<file path="src/rtl/bank_mapper_pkg.sv">
package bank_mapper_pkg;
    localparam int PRG_BITS_DEF = 5;
    localparam int CHR_BITS_DEF = 2;

    typedef enum logic [1:0] {
        CYC_IDLE    = 2'd0,
        CYC_READ    = 2'd1,
        CYC_LATCH   = 2'd2,
        CYC_PROGRAM = 2'd3
    } cyc_e;
endpackage

</file>
<file path="src/rtl/mapper_bus_decode.sv">
module mapper_bus_decode
    import bank_mapper_pkg::*;
(
    input  logic clk,
    input  logic rst_n,
    input  logic cpu_a14,
    input  logic cpu_rw,
    input  logic rom_sel_n,
    input  logic flashable,
    output cyc_e cyc,
    output logic rom_oe_n,
    output logic rom_we_n
);
    always_comb begin
        unique case ({rom_sel_n, cpu_rw})
            2'b10, 2'b11: cyc = CYC_IDLE;
            2'b01:        cyc = CYC_READ;
            default:      cyc = (flashable && !cpu_a14) ? CYC_PROGRAM : CYC_LATCH;
        endcase
    end

    always_comb begin
        rom_oe_n = 1'b1;
        rom_we_n = 1'b1;
        unique case (cyc)
            CYC_READ:    rom_oe_n = 1'b0;
            CYC_PROGRAM: rom_we_n = 1'b0;
            default:     ;
        endcase
    end

    // the write strobe only fires in the programmable wiring, lower half
    a_r7_strobe_source: assert property (@(posedge clk) disable iff (!rst_n)
        !rom_we_n |-> (flashable && !cpu_a14 && !cpu_rw && !rom_sel_n));
    // output enable tied to a selected read
    a_r8_oe_read: assert property (@(posedge clk) disable iff (!rst_n)
        !rom_oe_n |-> (cpu_rw && !rom_sel_n));
endmodule

</file>
<file path="src/rtl/mapper_bank_reg.sv">
module mapper_bank_reg #(
    parameter int REG_W = 8
) (
    input  logic             clk,
    input  logic             rst_n,
    input  logic             load,
    input  logic             flashable,
    input  logic [REG_W-1:0] cpu_data,
    input  logic [REG_W-1:0] rom_data,
    output logic [REG_W-1:0] bank_q
);
    logic [REG_W-1:0] bank_d;

    always_comb begin
        bank_d = flashable ? cpu_data : (cpu_data & rom_data);
    end

    always_ff @(posedge clk or negedge rst_n) begin
        if (!rst_n)    bank_q <= '0;
        else if (load) bank_q <= bank_d;
    end

    // a locked-wiring load keeps only bits both drivers hold high
    a_r5_conflict_and: assert property (@(posedge clk) disable iff (!rst_n)
        (load && !flashable) |=> ((bank_q & ~($past(cpu_data) & $past(rom_data))) == '0));
    // a programmable load stores the CPU byte as written
    a_r6_clean_load: assert property (@(posedge clk) disable iff (!rst_n)
        (load && flashable) |=> (bank_q == $past(cpu_data)));
    // without a load the register holds
    a_r12_hold: assert property (@(posedge clk) disable iff (!rst_n)
        !load |=> $stable(bank_q));
endmodule

</file>
<file path="src/rtl/mapper_addr_map.sv">
module mapper_addr_map #(
    parameter int PRG_BITS = 5,
    parameter int CHR_BITS = 2
) (
    input  logic                cpu_a14,
    input  logic                prg_half,
    input  logic [1:0]          chr_size,
    input  logic [PRG_BITS-1:0] prg_bank,
    input  logic [CHR_BITS-1:0] chr_bank,
    output logic [PRG_BITS-1:0] rom_lines,
    output logic [CHR_BITS-1:0] chr_lines
);
    localparam int TOP = PRG_BITS - 1;

    for (genvar k = 0; k < PRG_BITS; k++) begin : g_prg
        if (k == TOP) begin : g_top
            assign rom_lines[k] = !prg_half && (cpu_a14 || prg_bank[k]);
        end else begin : g_low
            assign rom_lines[k] = cpu_a14 || prg_bank[k];
        end
    end

    // line j exists only when the installed size exceeds 8 KB << j
    for (genvar j = 0; j < CHR_BITS; j++) begin : g_chr
        assign chr_lines[j] = (int'(chr_size) <= j) ? 1'b1 : chr_bank[j];
    end
endmodule

</file>
<file path="src/rtl/bank_mapper.sv">
module bank_mapper
    import bank_mapper_pkg::*;
#(
    parameter int PRG_BITS = PRG_BITS_DEF,
    parameter int CHR_BITS = CHR_BITS_DEF,
    localparam int REG_W   = PRG_BITS + CHR_BITS + 1
) (
    input  logic                clk,
    input  logic                rst_n,
    input  logic                cpu_a14,
    input  logic                cpu_rw,
    input  logic                rom_sel_n,
    input  logic [REG_W-1:0]    cpu_data,
    input  logic [REG_W-1:0]    rom_data,
    input  logic                cfg_flashable,
    input  logic                cfg_prg_half,
    input  logic [1:0]          cfg_chr_size,
    output logic [PRG_BITS-1:0] rom_bank_addr,
    output logic                rom_oe_n,
    output logic                rom_we_n,
    output logic [CHR_BITS-1:0] chr_bank_addr,
    output logic                one_screen
);
    cyc_e             cyc;
    logic [REG_W-1:0] bank_q;

    mapper_bus_decode i_decode (
        .clk      (clk),
        .rst_n    (rst_n),
        .cpu_a14  (cpu_a14),
        .cpu_rw   (cpu_rw),
        .rom_sel_n(rom_sel_n),
        .flashable(cfg_flashable),
        .cyc      (cyc),
        .rom_oe_n (rom_oe_n),
        .rom_we_n (rom_we_n)
    );

    mapper_bank_reg #(.REG_W(REG_W)) i_reg (
        .clk      (clk),
        .rst_n    (rst_n),
        .load     (cyc == CYC_LATCH),
        .flashable(cfg_flashable),
        .cpu_data (cpu_data),
        .rom_data (rom_data),
        .bank_q   (bank_q)
    );

    mapper_addr_map #(.PRG_BITS(PRG_BITS), .CHR_BITS(CHR_BITS)) i_map (
        .cpu_a14  (cpu_a14),
        .prg_half (cfg_prg_half),
        .chr_size (cfg_chr_size),
        .prg_bank (bank_q[PRG_BITS-1:0]),
        .chr_bank (bank_q[PRG_BITS +: CHR_BITS]),
        .rom_lines(rom_bank_addr),
        .chr_lines(chr_bank_addr)
    );

    assign one_screen = bank_q[REG_W-1];

    // the two ROM strobes are exclusive
    a_r9_strobes_exclusive: assert property (@(posedge clk) disable iff (!rst_n)
        !(!rom_oe_n && !rom_we_n));
    // the upper half of the window always shows the last bank
    a_r3_upper_fixed: assert property (@(posedge clk) disable iff (!rst_n)
        (cpu_a14 && !cfg_prg_half) |-> (&rom_bank_addr));
    // the top line is silent in a half-size build
    a_r11_top_quiet: assert property (@(posedge clk) disable iff (!rst_n)
        cfg_prg_half |-> !rom_bank_addr[PRG_BITS-1]);
    // a selected write in the locked wiring changes state only by loading
    a_r4_locked_load: assert property (@(posedge clk) disable iff (!rst_n)
        (!cfg_flashable && !rom_sel_n && !cpu_rw) |=>
        (one_screen == ($past(cpu_data[REG_W-1]) & $past(rom_data[REG_W-1]))));
endmodule

</file>
<file path="config.mk">
export PLATFORM = sky130hd
export DESIGN_NAME = bank_mapper
export DESIGN_NICKNAME = d
export VERILOG_FILES = /design/src/rtl/bank_mapper_pkg.sv /design/src/rtl/mapper_bus_decode.sv /design/src/rtl/mapper_bank_reg.sv /design/src/rtl/mapper_addr_map.sv /design/src/rtl/bank_mapper.sv
export SDC_FILE = /design/constraint.sdc
export NUM_CORES = 1
export LEC_CHECK = 0
export ABC_CLOCK_PERIOD_IN_PS = 800
export BUFFER_PORTS_ARGS = -buffer_cell sky130_fd_sc_hd__buf_4
export CORE_MARGIN = 5
export CORE_UTILIZATION = 33
export CTS_BUF_LIST = sky130_fd_sc_hd__clkbuf_4 sky130_fd_sc_hd__clkbuf_8 sky130_fd_sc_hd__clkbuf_16
export DETAILED_ROUTE_END_ITERATION = 10
export PLACE_DENSITY = 0.69
export SLEW_MARGIN = 10
export SYNTH_ARGS = -nofsm -noshare
export SYNTH_HDL_FRONTEND = slang
export SYNTH_HIERARCHICAL = 1
export SYNTH_SLANG_ARGS = --single-unit
export TNS_END_PERCENT = 5
</file>
<file path="constraint.sdc">
create_clock -name clk -period 0.8 [get_ports clk]
set_input_delay 0.12 -clock clk [delete_from_list [all_inputs] [get_ports clk]]
set_output_delay 0.12 -clock clk [all_outputs]
set_load 0.02 [all_outputs]
</file>
Yosys cells after proc, flatten, opt, wreduce, memory -nomap -nowiden
Index checks and enable logic that the tools add are counted.
{"block": "totals", "reg_bits": 8, "inputBits": 25, "out_inout_bits": 10, "word_cells": 27}
{"block": "classes", "magnitude_cmp": 2, "eq_ne": 6, "mux": 7, "bitwise_logic": 1, "reduce_logical": 10}
{"cell": "8-bit bitwise AND", "count": 1}
{"cell": "2-bit equality test (second input constant)", "count": 4}
{"cell": "8-bit two-way mux", "count": 1}
{"cell": "1-bit logical OR", "count": 5}
{"cell": "1-bit two-way mux", "count": 5}
{"cell": "2-bit by 1-bit equality test with 1-bit output (second input constant)", "count": 2}
{"cell": "2-bit by 1-bit less-or-equal comparator with 1-bit output (second input constant)", "count": 2}
{"cell": "2-bit case mux with 2 select lines", "count": 1}
{"cell": "1-bit logical AND", "count": 2}
{"cell": "1-bit logical NOT", "count": 2}
{"cell": "2-bit OR reduction", "count": 1}

Depth between registers and ports, before layout
Gate-level depths: netlist of run 1.
{"block": "depth", "depth_word": 6, "mapped_depth": 6, "depth_no_buf": 5}

By module
The synthesis of run 1 kept the hierarchy.
{"module": "mapper_bank_reg", "instances": 1, "cells_per_inst": 34, "area_per_inst_um2": 364.1, "seq_area_each_um2": 200.2}
{"module": "mapper_addr_map", "instances": 1, "cells_per_inst": 7, "area_per_inst_um2": 48.8, "seq_area_each_um2": 0.0}
{"module": "mapper_bus_decode", "instances": 1, "cells_per_inst": 6, "area_per_inst_um2": 31.3, "seq_area_each_um2": 0.0}
{"module": "bank_mapper", "instances": 1, "cells_per_inst": 1, "area_per_inst_um2": 13.8, "seq_area_each_um2": 0.0}

Least setup slack after synthesis of run 1
No wires, ideal clock.
{"block": "synth_timing", "path_type": "input port to flip-flop", "from": "input cpu_a14", "to": "register i_reg.bank_q[3]", "setup_ps": 122, "t_arrival_ps": 814, "path_slack_ps": -136, "path_stages": 6, "n_path_buf": 1, "cell_sequence": "nand2b_1 a21oi_1 nor2b_4 buf_6 o211ai_2 o21ai_2"}
{"block": "synth_via", "elab_chain_len": 5}
{"item": "start: declaration", "line": "bank_mapper.sv:10", "source": "input logic cpu_a14,"}
{"item": "1-bit logical NOT", "line": "mapper_bus_decode.sv:18", "source": "default: cyc = (flashable && !cpu_a14) ? CYC_PROGRAM : CYC_LATCH;"}
{"item": "1-bit logical AND", "line": "mapper_bus_decode.sv:18"}
{"item": "1-bit two-way mux", "line": "mapper_bus_decode.sv:18"}
{"item": "2-bit case mux with 2 select lines", "line": "mapper_bus_decode.sv:15", "source": "unique case ({rom_sel_n, cpu_rw})"}
{"item": "net cyc[0]", "line": "bank_mapper.sv:24", "source": "cyc_e cyc;"}
{"item": "2-bit equality test", "line": "bank_mapper.sv:42", "source": ".load (cyc == CYC_LATCH),"}
{"item": "end signal: assignment", "line": "mapper_bank_reg.sv:20", "source": "else if (load) bank_q <= bank_d;"}
{"item": "end: declaration", "line": "mapper_bank_reg.sv:10", "source": "output logic [REG_W-1:0] bank_q"}
The timed path passes the listed nets, and every way through them passes these cells.
A chain may end at the register's enable or synchronous reset.

Worst setup path in the final report of run 1
{"block": "layout_timing", "from": "register i_reg.bank_q[0]", "to": "output rom_bank_addr[0]"}
{"block": "layout_via", "elab_chain_len": 1}
{"item": "1-bit logical OR", "line": "mapper_addr_map.sv:19", "source": "assign rom_lines[k] = cpu_a14 || prg_bank[k];"}
{"item": "end: declaration", "line": "bank_mapper.sv:18", "source": "output logic [PRG_BITS-1:0] rom_bank_addr,"}
Every way passes these cells.

==> metrics.csv, run 1 <==
metric,value,unit
status,"finished, violations left",
failing checks,negative setup slack,
CTS H-Tree Depth,1,
"Data required, critical path",680,ps
CTS tree,yes,
first-pass GRT wire length,2.15,mm
peak supply drop,0.000870,V
Final Skew,0,ps
clock latency at the later pin of the worst-skew pair,260,ps
Setup crit start,i_reg/bank_q[0],
GRT Residual Overflow,0,
post-layout instance area,835,µm²
Layout area overhead,82.2,%
root buf cell,clkbuf_4,
max reg flops,8,
fin crit period,1090,ps
Synth Net Count,73,
number of port buffers,34,
largest net degree at the start of global routing,17,
TritonRoute pass-1 iters,2,
crit path DAT,970,ps
R2R depth,3,
Yosys cell types,17,
"Cell Area, Placed",749,µm²
drt initial violations,4,
syn_area_per_cell,9.54,µm²
DP Cell Count,97,
r2r setup slk,70,ps
top flop regs,i_reg/bank_q: 8 flops,
Die X,47.3,µm
vias in the first global route,514,
Nets,114,
kind of end point of the critical path,primary output,
Slew Limit Fails,0,
Lkg Pwr,0.407,nW
Top Ports,35,
vias post-DR,473,
max_slew headroom,75.4,%
pwr/cell area,1560,nW/µm²
Worst Hold Class,primary input to register,
Synth Warn #,6,
Post-DRT Antenna Nets,0,
clock transition at the registers of the reported paths,60,ps
sequential share of the synthesized area,43.7,%
FP Rows,13,
final setup margin,-287,ps
Tot GR Track Use,14.0,%
Hold Path Origin,rom_data[4],
die span in y,47.3,µm
number of antenna violations at the first check in global routing,0,
endpoints failing setup,9,
Max-Cap Viols,0,
crit path kind,register to primary output,
Post-Route WL,1.32,mm
Avg Vias per Cell,4.64,
RSZ-0062 raised after global routing,yes,
clock sinks,8,
most frequent cells in the layout,"29 x buf_4, 8 x inv_1, 8 x dfrtp_1, 8 x buf_6, 6 x o211ai_1",
initial core utilization,35.2,%
post-synthesis cell area,458,µm²
top-area cell type share of the netlist area,43.7,%
synthesized flop and latch total,8,
fin cells,102,
crit path launch type,register,
largest area contributor in the netlist,dfrtp_1,
antenna cells,0,
Crit Path Max Fanout,2,
clock buffer count from CTS,3,
Synth area leaders,"dfrtp_1 44%, o211ai_1 9.8%, inv_1 7.4%, o211ai_2 5.5%, o21ai_0 5.5%",
layout cells sized above 1,58.6,%
Reg-to-Reg Start,i_reg/bank_q[2],
worst flop-to-flop path endpoint,i_reg/bank_q[2],
total negative slack,-2130,ps
Detailed Place HPWL,1.05,mm
FILL cells,127,
DP Worst Slack,-264,ps
fin util,64.1,%
fin crit share,136,%
Final Wtd Congestion,0.635,
post-DR wirelength/cell,12.9,µm
"commonest non-fill, non-tap cell in the layout",buf_4,
final hold violations,0,
Slew @ Worst Pin,368,ps
worst setup path endpoint,rom_bank_addr[0],
residual DRC count,0,
Max Root-Sink Buffers,2,
CORE AREA,1300,µm²
die area,2230,µm²
f_max,920,MHz
Top reg by flops,i_reg/bank_q,
cell count after synthesis,48,
==> worst max-delay path: stages (launching register included) <==
cell	delay (ps)
dfrtp_1	370
or2_1	210
buf_6	130
==> cell type report <==
cell class | instances | area [µm²] | area share (%)
Inverter | 9 | 33.8 | 4.05
Timing Repair Buffer | 38 | 318 | 38.1
Sequential cell | 8 | 200 | 24.0
Multi-Input combinational cell | 29 | 241 | 28.9
Clock buffer | 3 | 22.5 | 2.70
Tap cell | 15 | 18.8 | 2.25
==> Yosys cell counts, drive strengths merged <==
master,instances
inv,9
dfrtp,8
o211ai,8
o21ai,8
or2,4
nand2b,3
buf,2
a21oi,1
nor2,1
nor2b,1
o21ba,1
o21bai,1
or3,1
==> power by group <==
group | leakage (nW) | internal [mW] | switching (mW)
sequential | 0.101 | 0.472 | 0.0305
clock | 0.0138 | 0.172 | 0.142
combinational | 0.292 | 0.270 | 0.219
total | 0.407 | 0.914 | 0.392
==> through the flow <==
step / total power, mW / hold slack, ps
after floorplan: 0.717 / -176
after global placement: 0.932 / -53.8
after detailed placement: 0.938 / -52.8
after CTS: 1.33 / 100
after global routing: 1.40 / 115
final: 1.31 / 107
==> per-layer routing <==
metal	global-route usage [%]	wire length, µm	vias up
met2	24.1	655	20
met1	15.8	535	209
met5	0	0	-
li1	-	-	242
met4	4.97	8	0
met3	4.98	119	2
==> worst min-delay path by stage <==
stage / to / slack, ps / cells after the start
floorplan: i_reg/bank_q[0] / -180 / 0
global placement: i_reg/bank_q[7] / -50 / 1
detailed placement: i_reg/bank_q[7] / -50 / 1
CTS: i_reg/bank_q[4] / 100 / 3
global route: i_reg/bank_q[4] / 120 / 3
finish: i_reg/bank_q[4] / 110 / 3
==> kinds of logic after synthesis <==
kind of cell	count (synthesis)	share of synthesized area, %
DFF	8	43.7
AOI/OAI and AO/OA	19	30.6
and+or+nand+nor	10	14.8
buffers and inverters	11	10.9
==> timing repair <==
item,4_1_cts,5_1_grt
buffers inserted,1,0
pin swaps,1,3
hold buffers,1,0
setup endpoints to repair,11,17
hold endpoints to repair,8,0
gates resized for setup,9,3
No activity file was read; power rests on OpenSTA's default activity.
==> run 2: changes to the inputs <==
- PLACE_DENSITY: 0.69 -> 0.7
- SYNTH_HIERARCHICAL: 1 -> default
==> run 2 against run 1 <==
  * Critical endpoint is now rom_bank_addr[1]
  * The flow still finishes with violations (negative setup slack)
  * Highest routed layer is now met3
  * Sequential power rose by 3%
  * Clock skew did not move
  * Synthesized cell count fell by 4.2%
  * Core utilization fell by 0.84 points
  * Sequential share of layout area rose by 0.63 points
==> metrics.csv, run 2 <==
metric,value,unit
status,"finished, violations left",
failing checks,negative setup slack,
Post-Route WL,1.21,mm
total negative slack,-1840,ps
crit path kind,register to primary output,
Die X,46.6,µm
Synth area leaders,"dfrtp_1 45%, mux2i_1 18%, o21ai_0 10%, inv_1 6.8%, or2_1 5.6%",
Detailed Place HPWL,975,µm
vias in the first global route,454,
fin crit period,1100,ps
clock transition at the registers of the reported paths,60,ps
Top Ports,35,
TritonRoute pass-1 iters,1,
cell count after synthesis,46,
FILL cells,116,
DP Cell Count,96,
top flop regs,i_reg.bank_q: 8 flops,
"Cell Area, Placed",733,µm²
die area,2170,µm²
residual DRC count,0,
post-DR wirelength/cell,11.9,µm
Lkg Pwr,0.448,nW
FP Rows,13,
fin util,63.3,%
die span in y,46.6,µm
CTS H-Tree Depth,1,
clock sinks,8,
total power,1.33,mW
Synth Warn #,0,
CTS tree,yes,
drt initial violations,0,
largest net degree at the start of global routing,9,
Hold Path Origin,cpu_data[5],
Post-DRT Antenna Nets,0,
max_slew headroom,75.1,%
synthesized flop and latch total,8,
critical path cell sequence,"or2_1, buf_6",
Final Wtd Congestion,0.698,
final setup margin,-303,ps
number of antenna violations at the first check in global routing,0,
initial core utilization,34.5,%
most frequent cell after synthesis,o21ai_0,
f_max,907,MHz
kind of end point of the critical path,primary output,
Top reg by flops,i_reg.bank_q,
final hold violations,0,
Crit Path Max Fanout,2,
Layout area overhead,83.6,%
post-synthesis cell area,443,µm²
peak supply drop,0.00104,V
antenna cells,0,
Reg-to-Reg Start,i_reg.bank_q[1],
worst hold margin,133,ps
syn_area_per_cell,9.63,µm²
"EDFF count, synth",0,
Crit path largest cell delay,370,ps
first-pass GRT wire length,1.77,mm
Slew Limit Fails,0,
Nets,114,
clock buffer count from CTS,3,
crit path launch type,register,
max reg flops,8,
crit path DAT,980,ps
Final Skew,0,ps
most frequent cells in the layout,"31 x buf_4, 8 x o21ai_0, 8 x mux2i_1, 8 x dfrtp_1",
Worst Hold Class,primary input to register,
endpoints failing setup,9,
dominant synthesized flop cell,dfrtp_1,
Slew @ Worst Pin,372,ps
most frequent cells after synthesis,"9 x o21ai_0, 8 x dfrtp_1, 8 x inv_1, 8 x mux2i_1, 4 x or2_1",
Yosys cell types,12,
RSZ-0062 raised after global routing,yes,
layout cells sized above 1,54.0,%
Synth Net Count,71,
Max Root-Sink Buffers,2,
DP Worst Slack,-139,ps
"commonest non-fill, non-tap cell in the layout",buf_4,
post-layout instance area,813,µm²
Max-Cap Viols,0,
CORE AREA,1280,µm²
fin crit share,138,%
vias post-DR,475,
root buf cell,clkbuf_4,
Avg Vias per Cell,4.66,
Setup crit start,i_reg.bank_q[1],
top-area cell type share of the netlist area,45.2,%
pwr/cell area,1640,nW/µm²
"Data required, critical path",680,ps
sequential share of the synthesized area,45.2,%
Tot GR Track Use,11.4,%
largest area contributor in the netlist,dfrtp_1,
GRT Residual Overflow,0,
number of port buffers,34,
fin cells,102,
clock latency at the later pin of the worst-skew pair,250,ps
r2r setup slk,-50,ps
Worst path slowest cell,dfrtp_1,
Post-synth ARST share,100,%
==> run 2: changes by cell type in the layout (fill, tap and decap cells not counted), moves of 2 or more <==
cell | previous run | this run
nand2b_4 | 2 | 0
mux2i_1 | 0 | 8
nor2_1 | 0 | 2
buf_6 | 8 | 6
o21ai_0 | 5 | 8
o211ai_2 | 2 | 0
o211ai_1 | 6 | 0
buf_4 | 29 | 31
inv_1 | 8 | 6
o21ai_2 | 2 | 0
==> run 2: kinds of logic after synthesis <==
kind of cell | share of synthesized area (%)
AOI/OAI and AO/OA | 13.8
DFF | 45.2
muxes | 18.1
buffers and inverters | 10.7
and+or+nand+nor | 12.1
==> run 2: worst paths after layout <==
| check | end | cells past startpoint |
|---|---|---|
| max in group asynchronous | i_reg.bank_q[7] | 2 |
| hold reg to reg | i_reg.bank_q[0] | 2 |
| hold / removal | i_reg.bank_q[5] | 3 |
| min in group asynchronous | i_reg.bank_q[5] | 2 |
| setup reg to reg | i_reg.bank_q[1] | 4 |
| setup / recovery | rom_bank_addr[1] | 2 |
==> run 2: what timing repair did <==
item | in CTS | in global routing
hold buffers | 1 | 0
hold endpoints to repair | 8 | 0
pin swaps | 2 | 0
buffers inserted | 1 | 1
resized for setup | 8 | 4
endpoints found under the setup margin | 9 | 9
==> run 2: layout make-up <==
type	count	area [µm²]	share of cell area, %
timing repair buffer	39	330	40.6
multi-input combinational	28	205	25.2
sequential	8	200	24.6
inverter	9	36.3	4.46
clock buffer	3	22.5	2.77
tap	15	18.8	2.31
==> run 2: per-layer routing <==
layer	track usage (%)	routed length, µm	part of all wire, %	vias to the layer above
met4	3.31	0	0	0
met5	0	0	0	-
li1	-	-	-	233
met3	3.91	199	16	0
met1	12.1	426	35	215
met2	20.9	586	48	27
==> run 2: report_power, final <==
group / internal (mW) / switching [mW] / leakage, nW
sequential: 0.482 / 0.0362 / 0.0974
clock: 0.171 / 0.128 / 0.0138
combinational: 0.287 / 0.227 / 0.337
total: 0.940 / 0.391 / 0.448
==> run 2: worst max-delay path, delay by kind of cell (launching register included) <==
kind | cells | cell delay [ps]
buf+inv | 1 | 140
flops | 1 | 370
simple gates | 1 | 220
